$ cat src/rtl/mcl_pkg.sv
// Package: shared constants, operation codes and decode helpers for the
// memory command launcher. Assumes a 32-bit register interface.
package mcl_pkg;

    localparam int REG_W   = 32;
    localparam int RADDR_W = 2;
    localparam int MODE_W  = 3;
    localparam int MA_W    = 6;
    localparam int ZQ_W    = 2;
    localparam int INFO_W  = 8;
    localparam int OP_W    = 3;

    // Register indices
    localparam logic [RADDR_W-1:0] RA_CTRL = 2'd0;
    localparam logic [RADDR_W-1:0] RA_CAL  = 2'd1;
    localparam logic [RADDR_W-1:0] RA_INFO = 2'd2;

    // Field positions inside the registers
    localparam int CTRL_MODE_LSB = 0;
    localparam int CTRL_MA_LSB   = 8;
    localparam int CTRL_DAI_BIT  = 16;
    localparam int CAL_ZQ_LSB    = 0;
    localparam int CAL_RZQI_LSB  = 4;
    localparam int INFO_MFR_LSB  = 0;
    localparam int INFO_REV_LSB  = 8;
    localparam int INFO_ORG_LSB  = 16;

    // Field positions inside returned mode-register data
    localparam int RD_RZQI_LSB = 3;
    localparam int RD_DAI_BIT  = 0;

    // Mode values
    localparam logic [MODE_W-1:0] MODE_NORMAL = 3'd0;
    localparam logic [MODE_W-1:0] MODE_NOP    = 3'd1;
    localparam logic [MODE_W-1:0] MODE_DEVCMD = 3'd7;

    // Device mode-register addresses with special meaning
    localparam logic [MA_W-1:0] MA_DEVINFO = 6'd0;
    localparam logic [MA_W-1:0] MA_MFR     = 6'd5;
    localparam logic [MA_W-1:0] MA_REV1    = 6'd6;
    localparam logic [MA_W-1:0] MA_ORG     = 6'd8;
    localparam logic [MA_W-1:0] MA_ZQCAL   = 6'd10;
    localparam logic [MA_W-1:0] MA_RESET   = 6'd63;

    typedef enum logic [OP_W-1:0] {
        OP_NOP   = 3'd0,
        OP_MRW   = 3'd1,
        OP_MRR   = 3'd2,
        OP_RESET = 3'd3,
        OP_ZQCAL = 3'd4
    } cmd_op_e;

    // True for the modes that arm a launch
    function automatic logic mode_arms(input logic [MODE_W-1:0] m);
        return (m == MODE_NOP) || (m == MODE_DEVCMD);
    endfunction

    // True for addresses handled as device mode-register reads
    function automatic logic ma_is_read(input logic [MA_W-1:0] a);
        return (a == MA_DEVINFO) || (a == MA_MFR) || (a == MA_REV1) || (a == MA_ORG);
    endfunction

    // Operation selected by mode and address
    function automatic cmd_op_e decode_op(input logic [MODE_W-1:0] m,
                                          input logic [MA_W-1:0]   a);
        cmd_op_e op;
        if (m == MODE_NOP)          op = OP_NOP;
        else if (a == MA_RESET)     op = OP_RESET;
        else if (a == MA_ZQCAL)     op = OP_ZQCAL;
        else if (ma_is_read(a))     op = OP_MRR;
        else                        op = OP_MRW;
        return op;
    endfunction

endpackage

$ cat src/rtl/mcl_ctrl_regs.sv
// Module: software-visible registers. Holds mode, address and calibration
// type, keeps the arm flag, and forms combinational read data.
// Assumes a register write and a launch can coincide; the write then wins
// for the arm flag.
module mcl_ctrl_regs
    import mcl_pkg::*;
(
    input  logic                 clk,
    input  logic                 rst_n,
    input  logic                 reg_wr,
    input  logic [RADDR_W-1:0]   reg_addr,
    input  logic [REG_W-1:0]     reg_wdata,
    output logic [REG_W-1:0]     reg_rdata,
    input  logic                 launch,
    input  logic [INFO_W-1:0]    info_mfr,
    input  logic [INFO_W-1:0]    info_rev,
    input  logic [INFO_W-1:0]    info_org,
    input  logic [1:0]           info_rzqi,
    input  logic                 info_dai,
    output logic [MODE_W-1:0]    mode_o,
    output logic [MA_W-1:0]      ma_o,
    output logic [ZQ_W-1:0]      zq_o,
    output logic                 armed_o
);

    logic                wr_ctrl;
    logic                wr_cal;
    logic [MODE_W-1:0]   wr_mode;
    logic [MA_W-1:0]     wr_ma;
    logic                unused_wbits;

    assign wr_ctrl = reg_wr && (reg_addr == RA_CTRL);
    assign wr_cal  = reg_wr && (reg_addr == RA_CAL);
    assign wr_mode = reg_wdata[CTRL_MODE_LSB +: MODE_W];
    assign wr_ma   = reg_wdata[CTRL_MA_LSB +: MA_W];
    assign unused_wbits = ^{reg_wdata[REG_W-1:CTRL_MA_LSB+MA_W],
                            reg_wdata[CTRL_MA_LSB-1:MODE_W]};

    // Control fields and arm flag
    always_ff @(posedge clk) begin
        if (!rst_n) begin
            mode_o  <= MODE_NORMAL;
            ma_o    <= '0;
            armed_o <= 1'b0;
        end else begin
            if (launch) begin
                armed_o <= 1'b0;
            end
            if (wr_ctrl) begin
                mode_o  <= wr_mode;
                ma_o    <= wr_ma;
                armed_o <= mode_arms(wr_mode);
            end
        end
    end

    // Calibration type
    always_ff @(posedge clk) begin
        if (!rst_n) begin
            zq_o <= '0;
        end else if (wr_cal) begin
            zq_o <= reg_wdata[CAL_ZQ_LSB +: ZQ_W];
        end
    end

    // Read-data multiplexer
    always_comb begin
        reg_rdata = '0;
        case (reg_addr)
            RA_CTRL: begin
                reg_rdata[CTRL_MODE_LSB +: MODE_W] = mode_o;
                reg_rdata[CTRL_MA_LSB +: MA_W]     = ma_o;
                reg_rdata[CTRL_DAI_BIT]            = info_dai;
            end
            RA_CAL: begin
                reg_rdata[CAL_ZQ_LSB +: ZQ_W]  = zq_o;
                reg_rdata[CAL_RZQI_LSB +: 2]   = info_rzqi;
            end
            RA_INFO: begin
                reg_rdata[INFO_MFR_LSB +: INFO_W] = info_mfr;
                reg_rdata[INFO_REV_LSB +: INFO_W] = info_rev;
                reg_rdata[INFO_ORG_LSB +: INFO_W] = info_org;
            end
            default: reg_rdata = '0;
        endcase
    end

endmodule

$ cat src/rtl/mcl_access_path.sv
// Module: memory access path. Passes accesses through in normal mode,
// completes them locally otherwise, and turns an armed write into a
// one-cycle command launch registered one clock later.
// Assumes the downstream side accepts a request in the cycle it is shown.
module mcl_access_path
    import mcl_pkg::*;
#(
    parameter int AW = 32,
    parameter int DW = 32
) (
    input  logic               clk,
    input  logic               rst_n,
    input  logic [MODE_W-1:0]  mode,
    input  logic [MA_W-1:0]    ma,
    input  logic [ZQ_W-1:0]    zq,
    input  logic               armed,
    input  logic               mem_req,
    input  logic               mem_we,
    input  logic [AW-1:0]      mem_addr,
    input  logic [DW-1:0]      mem_wdata,
    output logic               mem_ack,
    output logic [DW-1:0]      mem_rdata,
    output logic               dn_req,
    output logic               dn_we,
    output logic [AW-1:0]      dn_addr,
    output logic [DW-1:0]      dn_wdata,
    input  logic               dn_ack,
    input  logic [DW-1:0]      dn_rdata,
    output logic               launch,
    output cmd_op_e            launch_op,
    output logic               cmd_valid,
    output logic [OP_W-1:0]    cmd_op,
    output logic [MA_W-1:0]    cmd_ma,
    output logic [ZQ_W-1:0]    cmd_zq
);

    logic normal;

    assign normal    = (mode == MODE_NORMAL);
    assign launch    = !normal && armed && mem_req && mem_we;
    assign launch_op = decode_op(mode, ma);

    // Pass-through or local completion of the upstream access
    always_comb begin
        if (normal) begin
            dn_req    = mem_req;
            dn_we     = mem_we;
            dn_addr   = mem_addr;
            dn_wdata  = mem_wdata;
            mem_ack   = dn_ack;
            mem_rdata = dn_rdata;
        end else begin
            dn_req    = 1'b0;
            dn_we     = 1'b0;
            dn_addr   = '0;
            dn_wdata  = '0;
            mem_ack   = mem_req;
            mem_rdata = '0;
        end
    end

    // Launch strobe, one cycle after the acknowledging write
    always_ff @(posedge clk) begin
        if (!rst_n) begin
            cmd_valid <= 1'b0;
        end else begin
            cmd_valid <= launch;
        end
    end

    // Command fields, captured at launch and held afterwards
    always_ff @(posedge clk) begin
        if (!rst_n) begin
            cmd_op <= '0;
            cmd_ma <= '0;
            cmd_zq <= '0;
        end else if (launch) begin
            cmd_op <= launch_op;
            cmd_ma <= ma;
            cmd_zq <= zq;
        end
    end

endmodule

$ cat src/rtl/mcl_mrr_capture.sv
// Module: captures returned mode-register read data. The address of the
// outstanding read is latched at launch, and the returned byte is stored
// in the field matching that address. Assumes at most one read is
// outstanding; a new read launch replaces the pending address.
module mcl_mrr_capture
    import mcl_pkg::*;
(
    input  logic               clk,
    input  logic               rst_n,
    input  logic               launch,
    input  cmd_op_e            launch_op,
    input  logic [MA_W-1:0]    ma,
    input  logic               mrr_valid,
    input  logic [INFO_W-1:0]  mrr_data,
    output logic [INFO_W-1:0]  info_mfr,
    output logic [INFO_W-1:0]  info_rev,
    output logic [INFO_W-1:0]  info_org,
    output logic [1:0]         info_rzqi,
    output logic               info_dai
);

    localparam int N_ID = 3;

    // Address feeding each identification field
    function automatic logic [MA_W-1:0] id_addr(input int i);
        case (i)
            0:       return MA_MFR;
            1:       return MA_REV1;
            default: return MA_ORG;
        endcase
    endfunction

    logic                   pend;
    logic [MA_W-1:0]        pend_ma;
    logic                   take;
    logic [N_ID*INFO_W-1:0] id_flat;

    assign take = mrr_valid && pend;

    // Outstanding-read tracking
    always_ff @(posedge clk) begin
        if (!rst_n) begin
            pend    <= 1'b0;
            pend_ma <= '0;
        end else if (launch && (launch_op == OP_MRR)) begin
            pend    <= 1'b1;
            pend_ma <= ma;
        end else if (take) begin
            pend    <= 1'b0;
        end
    end

    // One identification byte per address
    for (genvar g = 0; g < N_ID; g++) begin : g_id
        logic [INFO_W-1:0] q;
        always_ff @(posedge clk) begin
            if (!rst_n) begin
                q <= '0;
            end else if (take && (pend_ma == id_addr(g))) begin
                q <= mrr_data;
            end
        end
        assign id_flat[g*INFO_W +: INFO_W] = q;
    end

    assign info_mfr = id_flat[0*INFO_W +: INFO_W];
    assign info_rev = id_flat[1*INFO_W +: INFO_W];
    assign info_org = id_flat[2*INFO_W +: INFO_W];

    // Calibration capability and auto-init bits from address 0
    always_ff @(posedge clk) begin
        if (!rst_n) begin
            info_rzqi <= '0;
            info_dai  <= 1'b0;
        end else if (take && (pend_ma == MA_DEVINFO)) begin
            info_rzqi <= mrr_data[RD_RZQI_LSB +: 2];
            info_dai  <= mrr_data[RD_DAI_BIT];
        end
    end

endmodule

$ cat src/rtl/memcmd_launcher.sv
// Module: top of the register-armed memory command launcher. Connects the
// register block, the memory access path and the read-data capture.
// Assumes single-cycle register accesses and single-cycle upstream requests.
module memcmd_launcher
    import mcl_pkg::*;
#(
    parameter int AW = 32,
    parameter int DW = 32
) (
    input  logic               clk,
    input  logic               rst_n,
    input  logic               reg_wr,
    input  logic [1:0]         reg_addr,
    input  logic [31:0]        reg_wdata,
    output logic [31:0]        reg_rdata,
    input  logic               mem_req,
    input  logic               mem_we,
    input  logic [AW-1:0]      mem_addr,
    input  logic [DW-1:0]      mem_wdata,
    output logic               mem_ack,
    output logic [DW-1:0]      mem_rdata,
    output logic               dn_req,
    output logic               dn_we,
    output logic [AW-1:0]      dn_addr,
    output logic [DW-1:0]      dn_wdata,
    input  logic               dn_ack,
    input  logic [DW-1:0]      dn_rdata,
    output logic               cmd_valid,
    output logic [2:0]         cmd_op,
    output logic [5:0]         cmd_ma,
    output logic [1:0]         cmd_zq,
    input  logic               mrr_valid,
    input  logic [7:0]         mrr_data
);

    logic [MODE_W-1:0] cur_mode;
    logic [MA_W-1:0]   cur_ma;
    logic [ZQ_W-1:0]   cur_zq;
    logic              armed;
    logic              launch;
    cmd_op_e           launch_op;
    logic [INFO_W-1:0] info_mfr;
    logic [INFO_W-1:0] info_rev;
    logic [INFO_W-1:0] info_org;
    logic [1:0]        info_rzqi;
    logic              info_dai;

    mcl_ctrl_regs u_regs (
        .clk       (clk),
        .rst_n     (rst_n),
        .reg_wr    (reg_wr),
        .reg_addr  (reg_addr),
        .reg_wdata (reg_wdata),
        .reg_rdata (reg_rdata),
        .launch    (launch),
        .info_mfr  (info_mfr),
        .info_rev  (info_rev),
        .info_org  (info_org),
        .info_rzqi (info_rzqi),
        .info_dai  (info_dai),
        .mode_o    (cur_mode),
        .ma_o      (cur_ma),
        .zq_o      (cur_zq),
        .armed_o   (armed)
    );

    mcl_access_path #(.AW(AW), .DW(DW)) u_path (
        .clk       (clk),
        .rst_n     (rst_n),
        .mode      (cur_mode),
        .ma        (cur_ma),
        .zq        (cur_zq),
        .armed     (armed),
        .mem_req   (mem_req),
        .mem_we    (mem_we),
        .mem_addr  (mem_addr),
        .mem_wdata (mem_wdata),
        .mem_ack   (mem_ack),
        .mem_rdata (mem_rdata),
        .dn_req    (dn_req),
        .dn_we     (dn_we),
        .dn_addr   (dn_addr),
        .dn_wdata  (dn_wdata),
        .dn_ack    (dn_ack),
        .dn_rdata  (dn_rdata),
        .launch    (launch),
        .launch_op (launch_op),
        .cmd_valid (cmd_valid),
        .cmd_op    (cmd_op),
        .cmd_ma    (cmd_ma),
        .cmd_zq    (cmd_zq)
    );

    mcl_mrr_capture u_cap (
        .clk       (clk),
        .rst_n     (rst_n),
        .launch    (launch),
        .launch_op (launch_op),
        .ma        (cur_ma),
        .mrr_valid (mrr_valid),
        .mrr_data  (mrr_data),
        .info_mfr  (info_mfr),
        .info_rev  (info_rev),
        .info_org  (info_org),
        .info_rzqi (info_rzqi),
        .info_dai  (info_dai)
    );

endmodule

$ cat config.mk
export PLATFORM = sky130hd
export DESIGN_NAME = memcmd_launcher
export DESIGN_NICKNAME = d
export VERILOG_FILES = /design/src/rtl/mcl_pkg.sv /design/src/rtl/mcl_ctrl_regs.sv /design/src/rtl/mcl_access_path.sv /design/src/rtl/mcl_mrr_capture.sv /design/src/rtl/memcmd_launcher.sv
export SDC_FILE = /design/constraint.sdc
export NUM_CORES = 1
export LEC_CHECK = 0
export ABC_AREA = 1
export BUFFER_PORTS_ARGS = -buffer_cell sky130_fd_sc_hd__buf_2
export CORE_AREA = 2 2 113 115
export DETAILED_ROUTE_END_ITERATION = 10
export DIE_AREA = 0 0 115 117
export GPL_ROUTABILITY_DRIVEN = 0
export GPL_TIMING_DRIVEN = 0
export REMOVE_ABC_BUFFERS = 1
export SYNTH_ARGS = -nofsm -noshare
export SYNTH_HDL_FRONTEND = slang
export SYNTH_SLANG_ARGS = --single-unit
$ cat constraint.sdc
create_clock -name clk -period 1.9 [get_ports clk]
set_input_delay 0 -clock clk [delete_from_list [all_inputs] [get_ports clk]]
set_output_delay 0 -clock clk [all_outputs]
set_load 0.03 [all_outputs]
* After elaboration in Yosys (flattened, before gate mapping)
Index checks and enable logic that the tools add are counted.
** Storage, ports and cells
- Register bits :: 58
- Latch bits :: 0
- Bits in writable memories :: 0
- Memory bits (read-only) :: 0
- Input port bits :: 145
- Output and inout port bits :: 143
- Logic and storage cells :: 74
- Memories kept :: 0
** Operators by class
- $add $sub $neg :: 0
- $mul :: 0
- Div/mod/pow operators :: 0
- Magnitude comparators :: 0
- Equal/unequal tests :: 14
- Shift-type cells :: 0
- Muxes and demuxes :: 23
- Bitwise logic cells :: 0
- Reductions and logical operators :: 22
** Operator list (count)
- 2-to-1 mux 32 bit :: 3
- equality test 6 x 3 -> 1 bit, second input constant :: 4
- equality test 6 x 4 -> 1 bit, second input constant :: 3
- logical NOT 6 bit :: 2
- case mux 6 bit (2 select lines) :: 1
- logical AND 1 bit :: 11
- 2-to-1 mux 3 bit :: 3
- 2-to-1 mux 1 bit :: 8
- 2-to-1 mux 7 bit :: 1
- equality test 3 x 1 -> 1 bit, second input constant :: 2
- equality test 6 bit, second input constant :: 1
- 2-to-1 mux 2 bit :: 3
- case mux 2 bit (3 select lines) :: 1
- logical OR 1 bit :: 4
- case mux 1 bit (2 select lines) :: 2
- case mux 2 bit (2 select lines) :: 1
- nonzero test 2 bit :: 2
- equality test 3 x 2 -> 1 bit, second input constant :: 1
- equality test 3 bit, second input constant :: 1
- logical NOT 3 bit :: 1
- equality test 2 x 1 -> 1 bit, second input constant :: 1
- equality test 2 bit, second input constant :: 1
- logical NOT 2 bit :: 1
- logical NOT 1 bit :: 1

* Depth between registers and ports, before layout
Gate-level depths: netlist of run 1.
- Depth after elaboration :: 11
- Depth in mapped cells :: 11
- Gate-level depth less buffers :: 10

* By module
A second synthesis of run 1 with hierarchy kept.
** Second synthesis, totals
- Cells, all modules :: 629
- Area total of the unflattened synthesis :: 3652.3 um^2
** Modules (own cells, without submodules)
- mcl_mrr_capture :: instances 1, cells an instance 207, area each 1460.2 um^2, seq. area each 680.7 um^2
- mcl_access_path :: instances 1, cells an instance 280, area each 1318.8 um^2, seq. area each 240.2 um^2
- mcl_ctrl_regs :: instances 1, cells an instance 142, area each 873.3 um^2, seq. area each 240.2 um^2

* Least setup slack after synthesis of run 1
Ideal clock, no wire load.
- Path type :: flip-flop to output port
- From :: register u_regs.mode_o[0]
- To :: output mem_ack
- Arrival :: 1.445 ns
- Data required time :: 1.900 ns
- Setup slack :: 0.455 ns
- Stages on the path, launching flop included :: 6
- Path buffers :: 1
- Cells stage by stage :: dfxtp_1 > inv_2 > nand3_2 > buf_2 > inv_1 > o21ai_0
** On the way
- Word-level cells in the longest chain between the ends :: 2
** Ends and longest elaborated chain
- from (decl) :: line mcl_ctrl_regs.sv:20 : output logic [MODE_W-1:0] mode_o,
- from (signal assigned) :: line mcl_ctrl_regs.sv:50 : mode_o <= wr_mode;
- logical NOT 3 bit :: line mcl_access_path.sv:39 : assign normal = (mode == MODE_NORMAL);
- 2-to-1 mux 1 bit :: line mcl_access_path.sv:45 : if (normal) begin
- to (decl) :: line memcmd_launcher.sv:20 : output logic mem_ack,
No other way between the ends.

* Worst setup path after layout of run 1
- From :: register u_regs.mode_o[0]
- To :: register u_path.cmd_ma[4]
** On the way
- Word-level cells in the longest chain between the ends :: 5
** Ends and longest elaborated chain
- logical NOT 3 bit :: line mcl_access_path.sv:39
- logical NOT 1 bit :: line mcl_access_path.sv:40 : assign launch = !normal && armed && mem_req && mem_we;
- logical AND 1 bit (3 in series) :: line mcl_access_path.sv:40
- to (signal assigned) :: line mcl_access_path.sv:79 : cmd_ma <= ma;
- to (decl) :: line mcl_access_path.sv:33 : output logic [MA_W-1:0] cmd_ma,
No other way between the ends.
A chain may end at the register's enable or synchronous reset.

==> results of run 1 <==
[Yosys cell counts]
master    instances
a21oi_1          22
a22o_1            3
buf_1             1
buf_2             3
buf_4             8
buf_6             1
clkbuf_1         17
conb_1            1
dfxtp_1          58
ha_1              4
inv_1           143
inv_2             2
nand2_1          64
nand3_1           8
nand3_2           3
nand4_1           1
nor2_1          176
nor2_2            1
nor3_1            6
nor3_4            1
o211ai_1          2
o21ai_0          47
xnor2_1           1
[sequential cells by signal, summed over array words and instances (netlist names)]
name              cells
u_cap.info_dai        1
u_cap.info_mfr        8
u_cap.info_org        8
u_cap.info_rev        8
u_cap.info_rzqi       2
u_cap.pend            1
u_cap.pend_ma         6
u_path.cmd_ma         6
u_path.cmd_op         3
u_path.cmd_valid      1
u_path.cmd_zq         2
u_regs.armed_o        1
u_regs.ma_o           6
u_regs.mode_o         3
u_regs.zq_o           2
[per-layer routing]
layer,vias up,GRT usage [%]
met3,19,8.75
met2,157,37.0
met5,-,0
met4,2,3.53
met1,1812,27.7
li1,2202,-
[worst max-delay path, delay by kind of cell (launching register included)]
family	cells	cell delay, ns
compound gates	1	0.06
flops	1	0.31
buf+inv	4	0.78
simple gates	3	0.41
[stage by stage]
stage / hold slack [ns] / util [%] / setup slack (ns) / instance area (sq um)
floorplan: 0.120 / - / -0.553 / 3210
global placement: 0.254 / 38.0 / -1.67 / 4680
detailed placement: 0.257 / 38.2 / -0.345 / 4710
CTS: 0.0143 / 42.8 / 0.0666 / 5270
global route: 0.0738 / 43.2 / 0.0303 / 5320
finish: 0.0144 / 43.3 / 0.208 / 5330
[final timing paths]
kind               startpoint               end  slack (ns)
max          u_regs.mode_o[0]  u_path.cmd_ma[4]        0.21
min             reg_wdata[12]    u_regs.ma_o[4]        0.01
max reg2reg  u_regs.mode_o[0]  u_path.cmd_ma[4]        0.21
min reg2reg  u_cap.pend_ma[5]  u_cap.pend_ma[5]        0.45
[cell type report]
type	instances	area, sq um	share of cell area (%)
Inverter	145	548	10.3
Multi-Input combinational cell	349	1550	29.1
Clock inverter	5	77.6	1.46
Sequential cell	58	1160	21.8
Timing Repair Buffer	282	1550	29.1
Antenna cell	3	7.51	0.141
Clock buffer	11	243	4.55
Tap cell	150	188	3.52
[timing repair]
| action | CTS | global route |
|---|---|---|
| hold buffers | 16 | 0 |
| gates resized for setup | 1 | 4 |
| pin swaps | 1 | 2 |
| setup endpoints to repair | 73 | 10 |
| cloned | 3 | 0 |
| setup buffers | 3 | 5 |
| endpoints found under the hold margin | 31 | 0 |
[cells by family (layout without fill, tap and decap cells)]
group	after synthesis	in the layout	synth area share, %
flip-flops	58	58	34.8
other	1	11	0.112
XOR/XNOR	1	1	0.262
AO/OA/AOI/OAI	74	74	11.6
adder cells (fa/ha/maj)	4	4	1.50
AND/OR/NAND/NOR	260	262	30.8
buffers and inverters	175	443	20.9
[power by group]
group / internal (W) / switching, W
Combinational: 0.000373 / 0.000865
Clock: 0.00118 / 0.000559
Sequential: 0.00123 / 0.0000129
Total: 0.00278 / 0.00144
==> key figures, run 1 <==
STA
  – RSZ-0062 raised after global routing: false
  – Setup TNS Final: 0 ns
  – Max frequency: between 500 and 600 MHz
  – Slew Viols, Final: 0
  – Final Cycle Share: around 89%
  – Hold Violations, Final: 0
  – Clock Skews: 0.00659 ns
  – Worst rel slew slack: approximately two fifths
  – Tightest Pin Transition: approximately 0.90 ns
  – Final Critical Period: between 1.5 and 2 ns
  – Setup Viol. Count Final: 0

Yosys
  – Sequential share of the synthesized area: 34.8%
  – Synth warn: 0
  – Top-area cell type share of the netlist area: about a third
  – Area contributors post-synth: dfxtp_1 35%, nor2_1 20%, inv_1 16%
  – Mapped Cells: 573
  – Post-Syn Area per Cell: between 5 and 6 sq um
  – Register bit total from synthesis: 58
  – Distinct cells, synth: 23
  – Post-synthesis cell area: roughly 3300 sq um
  – Dominant cell type by area after synthesis: dfxtp_1

Worst setup path
  – Required @ worst endpoint: roughly 2.1 ns
  – CP Class: reg -> reg
  – CP Capture Type: flop
  – Worst path cell trace: inv_2 > nand3_4 > buf_12 > nand3_4 > clkinvlp_4 > buf_4 > nand2_1 > a21oi_1
  – CP peak stage delay: 0.31 ns
  – FF-to-FF path depth: 8
  – Data arrival, critical path: ~1.9 ns
  – Critical Path Slowest Stage Cell: dfxtp_1
  – CP Launch Type: flop
  – Most used cell, CP: nand3_4
  – Largest fanout on the critical path: 28

Power and ir drop
  – Static Leak: 3.30 nW
  – VDD IR-drop max: around 0.6 mV
  – Overall Power: approximately 0.0042 W
  – PwrDens: about 790 nW/um^2

Routing
  – DRC Markers: 0
  – Via count: about 4200
  – DR WL met3: around 1500 microns
  – WL met1: between 6000 and 7000 microns
  – Initial DRC Count: 195
  – WL/cell: approximately 16 microns
  – Vias/cell: between 4 and 5
  – Aggregate routed wire length: 15900 microns
  – Metal2 WL: 7440 microns
  – ANT nets after route: 0
  – Initial DRT Pass Iterations: 4
  – Highest metal used: met5

Clock tree
  – Clk slew on worst S/H paths: approximately 0.050 ns
  – Htree depth: 3
  – TritonCTS clock tree: built
  – CTS Root Cell: clkbuf_16
  – Maximum buffer depth of the clock tree: 2
  – Num CTS Buffers: 9
  – TritonCTS Sinks: between 50 and 60
  – Clk Latency, worst-skew pair: between 0.3 and 0.4 ns

Placement
  – Dpl cells: ~960
  – PortBufs: around 260
  – Hpwl dp: approximately 13000 microns

Min path
  – Hold Path Cell Cnt: 3
  – Worst Hold Class: in -> reg

Floorplan
  – Num ports: about 290
  – Die height: around 120 microns
  – Die W: around 120 microns
  – Die area: 13500 sq um
  – Starting Density: roughly 27%
  – Core region area: 12300 sq um
  – FP Rows: 41

GRT
  – Largest net degree at the start of global routing: just under 50
  – Vias in the first global route: 3581
  – First-pass GRT wire length: about 22000 microns
  – Gr ovfl total: 0
  – Global Route Usage Sum: between 20 and 25%
  – Initial antenna violation count: 9

Cells and area
  – Most frequent cells in the layout: 256 x buf_2, 176 x nor2_1, 141 x inv_1
  – Fillers: between 1000 and 1500
  – Layout net count: roughly 990
  – Share of cells above drive strength 1: between 30% and 40%
  – Area Growth Syn to Fin: 59.7%
  – Most common cell after layout, fill and taps aside: buf_2
  – Post-Layout Cell Count: around 1000

Run status
  – Status: complete, no violations

Run
  – Count of max-cap constraint violations: 0
Note: power is estimated with default switching activity, not from simulation.
==> inputs of run 2 (changes only) <==
- ABC_AREA: 1 -> default
- CORE_AREA: 2 2 113 115 -> 2 2 112 114
- DIE_AREA: 0 0 115 117 -> 0 0 114 116
==> run 2 against run 1 <==
Sequential power barely moved. Global-route usage rose by 2.2 points. Cell count fell by 18%. Core utilization rose by 0.63 points. Cell area fell by 1.9%. Sequential share of layout area rose by 0.41 points. Area after synthesis fell by 3.6%. Fmax fell by 8.1%. Critical path type is now reg -> out. Largest power group unchanged.
==> key figures, run 2 <==
Run status
  – Status: complete, no violations

Yosys
  – Top-area cell type share of the netlist area: between 30% and 40%
  – Largest family of logic cells by synthesized area: simple AND/OR/NAND/NOR gates
  – Register bit total from synthesis: 58
  – Post-Syn Area per Cell: between 8 and 9 sq um
  – Synth warn: 0
  – Simple-gate share of the synthesized area: 37.0%
  – Sequential share of the synthesized area: 36.1%
  – Top FF cell, synth: dfxtp_1
  – Commonest cells in the netlist: 111 x and2_1, 58 x dfxtp_1, 42 x nand2_1
  – Post-synthesis cell area: about 3200 sq um
  – Dominant cell type by area after synthesis: dfxtp_1
  – Mapped Cells: slightly below 400
  – Post-Synth Adder-Cell Area: under 10%
  – Compound-Gate Fraction of Synth Area: 9.72%
  – Async S/R FF share, synth: 0%
  – Post-synthesis mux area share: approximately 8.8%
  – Distinct cells, synth: 38
  – Post-Synth XOR/XNOR Area: less than 1%
  – EDFF count, synth: 0
  – Area contributors post-synth: dfxtp_1 36%, and2_1 22%, mux2i_1 8.4%
  – Most frequent cell after synthesis: and2_1

Routing
  – ANT nets after route: 0
  – Initial DRT Pass Iterations: 4
  – Via count: approximately 3800
  – Aggregate routed wire length: between 15000 and 20000 microns
  – WL/cell: 20.1 microns
  – Vias/cell: 4.65
  – DRC Markers: 0
  – Initial DRC Count: around 190

Power and ir drop
  – Static Leak: roughly 2.7 nW
  – VDD IR-drop max: just over 0.6 mV
  – PwrDens: around 800 nW/um^2
  – Overall Power: approximately 0.0042 W

Floorplan
  – FP Rows: 40
  – Die area: between 10000 and 15000 sq um
  – Num ports: between 200 and 300
  – Core region area: about 12000 sq um
  – Starting Density: a little over a quarter
  – Die height: ~120 microns
  – Die W: approximately 110 microns

Placement
  – Area post-placement: about 4600 sq um
  – PortBufs: 256
  – Hpwl dp: around 14000 microns

Min path
  – Worst Hold Class: in -> reg

STA
  – RSZ-0062 raised after global routing: false
  – Worst rel slew slack: between 30% and 40%
  – Hold Violations, Final: 0
  – Max frequency: roughly 540 MHz
  – Final Cycle Share: 96.9%
  – Slew Viols, Final: 0
  – Final Critical Period: between 1.5 and 2 ns
  – Clock Skews: ~0.0054 ns
  – Tightest Pin Transition: ~0.94 ns
  – Setup TNS Final: 0 ns
  – Setup Viol. Count Final: 0

GRT
  – Largest net degree at the start of global routing: 57
  – Gr ovfl total: 0
  – Vias in the first global route: about 3700
  – First-pass GRT wire length: between 20000 and 25000 microns
  – Initial antenna violation count: 5
  – Global Route Usage Sum: approximately a quarter

Worst setup path
  – Required @ worst endpoint: around 1.9 ns
  – FF-to-FF path depth: 5
  – Crit path from: u_regs.mode_o[2]
  – CP Capture Type: output pin
  – Setup slack, reg-to-reg: 0.17 ns
  – CP delay by family, top: buffers and inverters
  – R2R Path Start: u_regs.ma_o[3]
  – CP Launch Type: flop
  – Most used cell, CP: buf_6
  – Worst Path Buf+Inv: 4
  – Worst setup path end: dn_addr[5]
  – R2R Path End: u_cap.pend_ma[3]
  – CP peak stage delay: 0.35 ns
  – Worst path cell trace: nor3_4 > buf_6 > buf_6 > buf_12 > and2_1 > buf_2
  – CP Class: reg -> out
  – Critical Path Slowest Stage Cell: dfxtp_1
  – Largest fanout on the critical path: 30
  – Cell depth of the worst setup path: 6
  – Data arrival, critical path: about 1.8 ns

Cells and area
  – Most frequent cells in the layout: 253 x buf_2, 108 x and2_1, 58 x dfxtp_1
  – Fin area: between 5000 and 6000 sq um
  – Layout net count: around 820
  – Most common cell after layout, fill and taps aside: buf_2
  – Share of cells above drive strength 1: between 40 and 50%
  – Area Growth Syn to Fin: 62.7%

Clock tree
  – TritonCTS Sinks: 58
  – Htree depth: 3
  – TritonCTS clock tree: built
  – Num CTS Buffers: 9
  – CTS Root Cell: clkbuf_16
  – Clk Latency, worst-skew pair: 0.32 ns
  – Maximum buffer depth of the clock tree: 2
  – Clk slew on worst S/H paths: 0.05 ns

Run
  – Count of max-cap constraint violations: 0
-- run 2: layer usage --
metal	vias up	track usage, %	share of wire [%]	routed length (microns)
met1	1812	30.0	42	7030
met4	2	6.42	1.3	214
li1	1830	-	-	-
met2	173	43.1	49	8070
met3	16	5.54	7.4	1220
met5	-	0	0.079	13
-- run 2: logic make-up (layout without fill, tap and decap cells) --
group / count (synthesis) / count (layout)
mux: 28 / 28
buf+inv: 39 / 309
simple gates: 219 / 219
xor+xnor: 2 / 2
compound gates: 47 / 47
other cells: 1 / 10
flops: 58 / 58
fa+ha+maj: 4 / 4
-- run 2: power by group --
part / total (W) / switching, W / leakage, nW / internal [W]
Clock: 0.00178 / 0.000558 / 0.163 / 0.00122
Combinational: 0.00115 / 0.000747 / 2.07 / 0.000400
Sequential: 0.00124 / 0.0000165 / 0.468 / 0.00123
-- run 2: what timing repair did --
action,4_1_cts,5_1_grt
endpoints found under the setup margin,39,33
cloned,1,0
pin swaps,1,3
hold buffers,20,0
hold endpoints to repair,37,0
gates resized for setup,8,3
setup buffers,3,4
-- run 2: metrics by stage --
| stage | worst slack [ns] | hold slack, ns | util, % | instances |
|---|---|---|---|---|
| 2_1_floorplan | -2.75 | 0.136 | - | 370 |
| 3_3_place_gp | -5.41 | 0.253 | 38.0 | 773 |
| 3_5_place_dp | 0.0246 | 0.260 | 38.6 | 778 |
| 4_1_cts | 0.00476 | 0.210 | 43.4 | 818 |
| 5_1_grt | 0.0123 | 0.269 | 43.9 | 824 |
| 6_report | 0.0594 | 0.213 | 43.9 | 824 |
-- run 2: how the worst min path moves through the flow --
stage,from,end,depth (start not counted)
6_report,mem_we,u_path.cmd_op[2],5
2_1_floorplan,reg_wdata[0],u_regs.mode_o[0],2
5_1_grt,mem_we,u_path.cmd_op[2],5
3_3_place_gp,reg_wdata[10],u_regs.ma_o[2],3
3_5_place_dp,reg_wdata[13],u_regs.ma_o[5],3
4_1_cts,mem_we,u_path.cmd_op[2],5
-- run 2: worst register-to-register path: cells and delay by family (launching register included) --
| family | cells | cell delay, ns |
|---|---|---|
| compound gates | 3 | 0.70 |
| simple gates | 1 | 0.16 |
| buf+inv | 1 | 0.14 |
| flops | 1 | 0.57 |
-- run 2: final cells by class --
type	count	area (sq um)
Clock buffer	12	256
Sequential cell	58	1160
Clock inverter	4	73.8
Inverter	4	15.0
Timing Repair Buffer	289	1630
Antenna cell	2	5.00
Multi-Input combinational cell	308	1910
Tap cell	147	184
Fill cell	1192	6680
==> inputs of run 3 (changes only) <==
- PLACE_DENSITY: default -> 0.62
- SLEW_MARGIN: default -> 20
==> run 3 against run 2 <==
Via count down 1.1%. Register-to-register slack worse by 0.07 ns. Cell count fell by 0.12%. Critical endpoint is now u_cap.info_rev[4].
==> key figures, run 3 (same netlist as run 2, synthesis figures left out) <==
Clock tree
  – Maximum buffer depth of the clock tree: 2
  – TritonCTS clock tree: built
  – Clk Latency, worst-skew pair: roughly 0.32 ns
  – CTS Root Cell: clkbuf_16
  – Htree depth: 3
  – Clk slew on worst S/H paths: around 0.05 ns
  – TritonCTS Sinks: slightly below 60
  – Num CTS Buffers: 9

Routing
  – ANT nets after route: 0
  – WL/cell: 19.2 microns
  – Via count: roughly 3800
  – DRC Markers: 0
  – Aggregate routed wire length: ~16000 microns
  – Initial DRC Count: approximately 210
  – Vias/cell: 4.60
  – Initial DRT Pass Iterations: 4

STA
  – Clock Skews: around 0.0058 ns
  – Tightest Pin Transition: ~0.85 ns
  – Final WS setup: roughly 0.10 ns
  – Slew Viols, Final: 0
  – Setup Viol. Count Final: 0
  – Worst rel slew slack: between 40% and 50%
  – Hold Violations, Final: 0
  – Final Cycle Share: 94.5%
  – Fin Hold WS: ~0.25 ns
  – Final Critical Period: between 1.5 and 2 ns
  – Max frequency: 557 MHz

Worst setup path
  – Crit path from: u_cap.pend_ma[5]
  – Worst setup path end: u_cap.info_rev[4]
  – Required @ worst endpoint: 2.11 ns
  – R2R Path Start: u_cap.pend_ma[5]
  – R2R Path End: u_cap.info_rev[4]
  – CP Class: reg -> reg
  – Setup slack, reg-to-reg: 0.10 ns
  – Largest fanout on the critical path: 8
  – CP Launch Type: flop
  – FF-to-FF path depth: 5
  – CP Capture Type: flop
  – Data arrival, critical path: approximately 2 ns

Run status
  – Status: complete, no violations

GRT
  – Initial antenna violation count: 5
  – Gr ovfl total: 0
  – Vias in the first global route: ~3600
  – Largest net degree at the start of global routing: 40
  – Global Route Usage Sum: 23.5%
  – First-pass GRT wire length: 22600 microns

Floorplan
  – Die area: between 10000 and 15000 sq um
  – Die W: ~110 microns
  – Starting Density: 27.0%
  – Core region area: around 12000 sq um
  – Num ports: around 290
  – FP Rows: 40
  – Die height: about 120 microns

Placement
  – Hpwl dp: between 10000 and 15000 microns
  – Dpl ws: 0.118 ns
  – PortBufs: between 200 and 300
  – Dpl cells: 779

Cells and area
  – Share of cells above drive strength 1: around 44%
  – Most common cell after layout, fill and taps aside: buf_2
  – Post-Layout Cell Count: between 800 and 900
  – Most frequent cells in the layout: 252 x buf_2, 109 x and2_1, 57 x dfxtp_1
  – Layout net count: between 800 and 900
  – Area Growth Syn to Fin: 61.9%

Power and ir drop
  – PwrDens: a little under 800 nW/um^2
  – Static Leak: 2.68 nW
  – VDD IR-drop max: roughly 0.62 mV

Min path
  – Worst Hold Class: in -> reg

Run
  – Count of max-cap constraint violations: 0
[run 3: cell type report]
cell class / instances / area (sq um)
tap: 147 / 184
antenna: 3 / 7.51
sequential: 58 / 1160
clock inverter: 5 / 52.6
multi-input combinational: 308 / 1910
timing repair buffer: 287 / 1630
inverter: 4 / 15.0
clock buffer: 11 / 253
fill: 1189 / 6700
[run 3: per-stage QoR]
step	power [W]	util [%]	TNS (ns)	instance area [sq um]
finish	0.00400	43.7	0	5210
global route	0.00416	43.7	-0.0792	5210
CTS	0.00401	43.1	0	5130
detailed placement	0.00234	38.6	0	4600
global placement	0.00232	38.0	-462.35	4530
floorplan	0.00190	-	-258.13	3070
[run 3: report_power, final]
group	switching, W	internal [W]
combinational	0.000737	0.000398
clock	0.000546	0.00108
sequential	0.0000162	0.00123
total	0.00130	0.00270
[run 3: worst min-delay path by stage]
stage,from,endpoint,cells past startpoint
finish,mem_we,u_path.cmd_op[2],5
CTS,mem_we,u_path.cmd_op[2],5
global placement,reg_wdata[10],u_regs.ma_o[2],3
floorplan,reg_wdata[0],u_regs.mode_o[0],2
detailed placement,reg_wdata[10],u_regs.ma_o[2],3
global route,mem_we,u_path.cmd_op[2],5
[run 3: routing by layer]
| layer | GRT usage, % | share of wire [%] |
|---|---|---|
| met5 | 0 | 0 |
| met4 | 6.50 | 1.3 |
| met3 | 6.38 | 8.0 |
| met2 | 39.0 | 47 |
| met1 | 30.3 | 44 |
[run 3: what timing repair did]
action                     in CTS  in global routing
pin swaps                       1                  2
resized for setup               7                  8
gates cloned                    0                  0
hold endpoints to repair       36                  0
setup buffers                   1                  4
hold buffers                   20                  0
setup endpoints to repair      25                 38
[run 3: critical path: stages (launching register included)]
cell       delay (ns)
dfxtp_1          0.31
nand4bb_1        0.22
nor3b_1          0.29
nand3b_1         0.46
mux2i_1          0.32
nor2_1           0.07
